**config.mk**
```make
export PLATFORM = sky130hd
export DESIGN_NAME = batt_low_monitor
export DESIGN_NICKNAME = d
export VERILOG_FILES = /design/src/rtl/batmon_pkg.sv /design/src/rtl/batmon_interval.sv /design/src/rtl/batmon_seq.sv /design/src/rtl/batt_low_monitor.sv
export SDC_FILE = /design/constraint.sdc
export NUM_CORES = 1
export LEC_CHECK = 0
export BUFFER_PORTS_ARGS = -buffer_cell sky130_fd_sc_hd__buf_4
export CORE_ASPECT_RATIO = 0.9
export CORE_MARGIN = 3
export CORE_UTILIZATION = 53
export DETAILED_ROUTE_END_ITERATION = 12
export PLACE_DENSITY_LB_ADDON = 0.1
export SETUP_SLACK_MARGIN = 0.05
export SLEW_MARGIN = 25
export SYNTH_ARGS = -nofsm -noshare
export SYNTH_HDL_FRONTEND = slang
export SYNTH_SLANG_ARGS = --single-unit
```
**constraint.sdc**
```tcl
create_clock -name clk -period 4.9 [get_ports clk]
set_clock_uncertainty 0.2 [all_clocks]
set_input_delay 0.735 -clock clk [delete_from_list [all_inputs] [get_ports clk]]
set_output_delay 0.735 -clock clk [all_outputs]
set_load 0.1 [all_outputs]
```
**src/rtl/batmon_pkg.sv**
```systemverilog
package batmon_pkg;

  localparam int unsigned BATT_LOW_BIT = 4;

  typedef enum logic {
    ST_IDLE,
    ST_SETTLE
  } seq_state_e;

  // True when a counter sits on the final value of a limit-long run.
  function automatic logic at_limit(input int unsigned cnt, input int unsigned limit);
    return cnt == limit - 1;
  endfunction

  // Place the battery-low status at its bit in the flags image.
  function automatic logic [7:0] flags_image(input logic low);
    logic [7:0] img;
    img = '0;
    img[BATT_LOW_BIT] = low;
    return img;
  endfunction

endpackage

```
**src/rtl/batmon_interval.sv**
```systemverilog
module batmon_interval #(
  parameter int unsigned TICKS_PER_CHECK = 86400,
  parameter int unsigned CW = $clog2(TICKS_PER_CHECK)
) (
  input  logic          clk,
  input  logic          rst_n,
  input  logic          supply_ok,
  input  logic          restart,
  input  logic          sec_tick,
  output logic          due,
  output logic [CW-1:0] count
);
  import batmon_pkg::*;

  logic counting;
  assign counting = supply_ok && sec_tick;
  assign due      = counting && at_limit(32'(count), TICKS_PER_CHECK);

  always_ff @(posedge clk or negedge rst_n) begin
    if (!rst_n) begin
      count <= '0;
    end else if (restart) begin
      count <= '0;
    end else if (counting) begin
      if (due) count <= '0;
      else     count <= count + 1'b1;
    end
  end

endmodule

```
**src/rtl/batmon_seq.sv**
```systemverilog
module batmon_seq #(
  parameter int unsigned SETTLE_CYCLES = 8,
  parameter int unsigned WW = $clog2(SETTLE_CYCLES + 1)
) (
  input  logic clk,
  input  logic rst_n,
  input  logic supply_ok,
  input  logic start_pwrup,
  input  logic start_periodic,
  input  logic batt_below,
  output logic sample_req,
  output logic capture_evt,
  output logic chk_src_pwrup,
  output logic batt_low,
  output logic low_from_pwrup
);
  import batmon_pkg::*;

  seq_state_e    state;
  logic [WW-1:0] wait_cnt;
  logic          launch;

  assign launch      = start_pwrup || (state == ST_IDLE && start_periodic);
  assign capture_evt = (state == ST_SETTLE) && supply_ok && !start_pwrup
                       && at_limit(32'(wait_cnt), SETTLE_CYCLES);

  always_ff @(posedge clk or negedge rst_n) begin
    if (!rst_n) begin
      state          <= ST_IDLE;
      wait_cnt       <= '0;
      sample_req     <= 1'b0;
      chk_src_pwrup  <= 1'b0;
      batt_low       <= 1'b0;
      low_from_pwrup <= 1'b0;
    end else if (!supply_ok) begin
      state      <= ST_IDLE;
      sample_req <= 1'b0;
    end else if (launch) begin
      state         <= ST_SETTLE;
      wait_cnt      <= '0;
      sample_req    <= 1'b1;
      chk_src_pwrup <= start_pwrup;
    end else begin
      sample_req <= 1'b0;
      if (capture_evt) begin
        state    <= ST_IDLE;
        batt_low <= batt_below;
        if (batt_below) low_from_pwrup <= chk_src_pwrup;
      end else if (state == ST_SETTLE) begin
        wait_cnt <= wait_cnt + 1'b1;
      end
    end
  end

endmodule

```
**src/rtl/batt_low_monitor.sv**
```systemverilog
module batt_low_monitor #(
  parameter int unsigned TICKS_PER_CHECK = 86400,
  parameter int unsigned SETTLE_CYCLES   = 8
) (
  input  logic       clk,
  input  logic       rst_n,
  input  logic       supply_ok,
  input  logic       pwrup_pulse,
  input  logic       sec_tick,
  input  logic       batt_below,
  output logic       sample_req,
  output logic       batt_low,
  output logic       low_from_pwrup,
  output logic [7:0] flags_byte
);
  import batmon_pkg::*;

  localparam int unsigned CW = $clog2(TICKS_PER_CHECK);

  logic          start_pwrup;
  logic          periodic_due;
  logic          capture_evt;
  logic          chk_src_pwrup;
  logic [CW-1:0] tick_count;

  assign start_pwrup = supply_ok && pwrup_pulse;

  batmon_interval #(
    .TICKS_PER_CHECK(TICKS_PER_CHECK),
    .CW(CW)
  ) u_interval (
    .clk      (clk),
    .rst_n    (rst_n),
    .supply_ok(supply_ok),
    .restart  (start_pwrup),
    .sec_tick (sec_tick),
    .due      (periodic_due),
    .count    (tick_count)
  );

  batmon_seq #(
    .SETTLE_CYCLES(SETTLE_CYCLES)
  ) u_seq (
    .clk           (clk),
    .rst_n         (rst_n),
    .supply_ok     (supply_ok),
    .start_pwrup   (start_pwrup),
    .start_periodic(periodic_due),
    .batt_below    (batt_below),
    .sample_req    (sample_req),
    .capture_evt   (capture_evt),
    .chk_src_pwrup (chk_src_pwrup),
    .batt_low      (batt_low),
    .low_from_pwrup(low_from_pwrup)
  );

  assign flags_byte = flags_image(batt_low);

endmodule

```
==> metrics.yaml <==
p_sw_frac: 0.299
yosysSeqAreaShare: 0.466
clockPowerShare: 0.260
via_count: 1013
clk_pin_slew_ps: 140
final_common_cell: "dfrtp_1"
worstRegToRegCells: 5
final_cell_mix: "26 x dfrtp_1, 19 x nor2_1, 16 x nand2_1, 12 x xor2_1"
cts-buffers-inserted: 3
drt_first_pass_iters: 4
clk_path_buf_depth: 2
finalHoldViolCount: 0
dieArea_sq_um: 3290
worstSetupPathDepth: 5
antenna_found_initial: 0
power.density_nw_per_um2: 278
syn_avg_cell_area_sq_um: 9.32
core_sq_um: 2490
setup_viol: 0
worstPathArrival_ps: 2550
grt_pass1_wl_microns: 4450
start_util: 0.562
end_kind: "register"
drt-vias-per-instance: 5.48
syn_inst: 150
worstSkewPairLatency_ps: 320
post_cts_resized: 0
p_leak_uw: 0.000680
fin_crit_ps: 2530
synth_seq_cells: 26
relSlewSlack: 0.590
area_delta_synth_final_pct: 5.28
postLayoutCoreUtil: 0.591
gp_congestion: 0.860
worst_slew_pin_slew_ps: 610
cts-root-buf: "clkbuf_4"
holdCritPathClass: "in -> async"
critical_path_class: "reg -> reg"
ctsHoldBuffers: 0
grt_pass1_vias: 964
drive_gt1_frac: 0.121
p_switching_uw: 122
drt-initial-drc-count: 33
yosysWarnings: 0
path_max_fanout: 6
slowest_delay_ps: 630
ant_nets: 0
post-route-drc-count: 0
clock_sinks: 26
num_rows: 17
maxCapViolations: 0
internal_power_uw: 287
crit_buf_inv: 0
cp.required_ps: 4910
tritoncts: "done"
slew_viol_final: 0
fin_setup_tns_ps: 0
reg2reg_to: "u_interval.count[1]"
syn_area_sq_um: 1400
portBuffers: 9
grt_max_degree: 27
wirelength_microns: 2490
r2r_slack_ps: 2370
dp_hpwl_microns: 1870
reg2reg_from: "u_interval.count[0]"
track_usage: 0.179
fin_nets: 166
finalCritPeriodShare: 0.517
wire_per_inst_microns: 13.4
antennaDiodeCount: 0
path_delay_family: "simple AND/OR/NAND/NOR gates"
ys_types: 37
rsz0062_at_grt: "false"
die_h_microns: 54.7
critPathLaunchType: "register"
pwr-share-comb: 0.166
status: "complete, no violations"
crit_path_cell_trace: "ha_1 > nand4_1 > or4_1 > or4b_1 > a32o_1"
gr-total-overflow: 0
max_clock_freq_mhz: 395
ir_drop_v: 0.000252
die_x_microns: 60.1
ios: 17
p_seq_frac: 0.574
cp_slowest_cell: "or4b_1"
htreeDepth: 1
post_cts_buffers: 0
[final cells by class]
class                   count  area, sq um
repair buffers              9         67.6
flip-flops and latches     26          651
inverters                   6         22.5
clock buffers               4         36.3
well taps                  28         35.0
multi-input cells         112          659
fillers                   242         1020
[per-layer routing]
| layer | up-vias | routed length [microns] | global-route usage |
|---|---|---|---|
| met5 | - | 0 | 0 |
| met3 | 2 | 113 | 0.0448 |
| li1 | 510 | - | - |
| met2 | 21 | 1040 | 0.263 |
| met4 | 0 | 13 | 0.0221 |
| met1 | 480 | 1320 | 0.271 |
[registers in the layout (all words and copies together) (netlist names)]
name,cells
u_interval.count,17
u_seq.batt_low,1
u_seq.chk_src_pwrup,1
u_seq.low_from_pwrup,1
u_seq.sample_req,1
u_seq.state,1
u_seq.wait_cnt,4
[worst register-to-register path, stage by stage, from the launching register on]
cell	delay [ps]
dfrtp_1	420
ha_1	230
nand4_1	130
or4_1	510
or4b_1	630
a32o_1	310
[worst max path at each step]
stage | startpoint | to | slack (ps)
2_1_floorplan | pwrup_pulse | u_interval.count[15] | 2600
3_3_place_gp | u_interval.count[0] | u_interval.count[16] | 2400
3_5_place_dp | u_interval.count[0] | u_interval.count[16] | 2380
4_1_cts | u_interval.count[0] | u_interval.count[1] | 2370
5_1_grt | u_interval.count[0] | u_interval.count[16] | 2150
6_report | u_interval.count[0] | u_interval.count[1] | 2370
[stage by stage]
stage          setup WS [ps]  area (sq um)  hold WS [ps]  instances  total power [uW]
3_5_place_dp            2380          1440           302        181               306
6_report                2370          1470          96.1        185               409
5_1_grt                 2150          1470          92.3        185               432
3_3_place_gp            2400          1440           293        181               304
4_1_cts                 2370          1470          97.8        185               414
2_1_floorplan           2600          1420           239        156               296
[power by group through the flow]
stage	clock (uW)	combinational [uW]	sequential, uW
3_5_place_dp	0	67.9	239
6_report	106	67.9	235
3_3_place_gp	0	66.7	238
4_1_cts	111	68.3	234
5_1_grt	120	74.6	237
2_1_floorplan	0	54.7	241
[logic make-up (layout without fill, tap and decap cells)]
group	count (synthesis)	count (layout)	synth area share
other	1	7	0.00268
multiplexers	2	2	0.0152
AO/OA/AOI/OAI	19	19	0.0886
buffers and inverters	18	19	0.0788
adder cells (fa/ha/maj)	2	2	0.0179
AND/OR/NAND/NOR	68	68	0.244
XOR/XNOR	14	14	0.0877
flip-flops	26	26	0.466
[synthesized netlist by cell type]
library cell,instances,area [sq um]
and2b_2,1,8.76
nand2_4,1,11.3
nand4_1,7,43.8
and3_1,3,18.8
or4b_1,1,10.0
ha_1,2,25.0
or4_1,1,7.51
nor2b_1,1,6.26
nor2_1,19,71.3
or2_2,1,6.26
nand2_1,16,60.1
xnor2_1,2,17.5
buf_4,8,60.1
nor3_1,3,15.0
o2bb2ai_1,1,8.76
o21ai_0,10,50.1
a21boi_0,1,7.51
o22ai_1,1,6.26
a31oi_1,1,6.26
a21oi_1,1,5.00
buf_2,1,5.00
a32o_1,1,10.0
mux2i_1,1,10.0
a31o_2,1,8.76
o41a_1,1,11.3
clkbuf_1,2,7.51
xor2_1,12,105
o21ba_2,1,10.0
nand3_1,10,50.1
buf_8,1,15.0
mux2_2,1,11.3
nor4b_1,1,8.76
inv_1,6,22.5
nand3b_1,2,15.0
conb_1,1,3.75
dfrtp_1,26,651
nor3b_1,1,7.51
No activity file was read; power rests on OpenSTA's default activity.
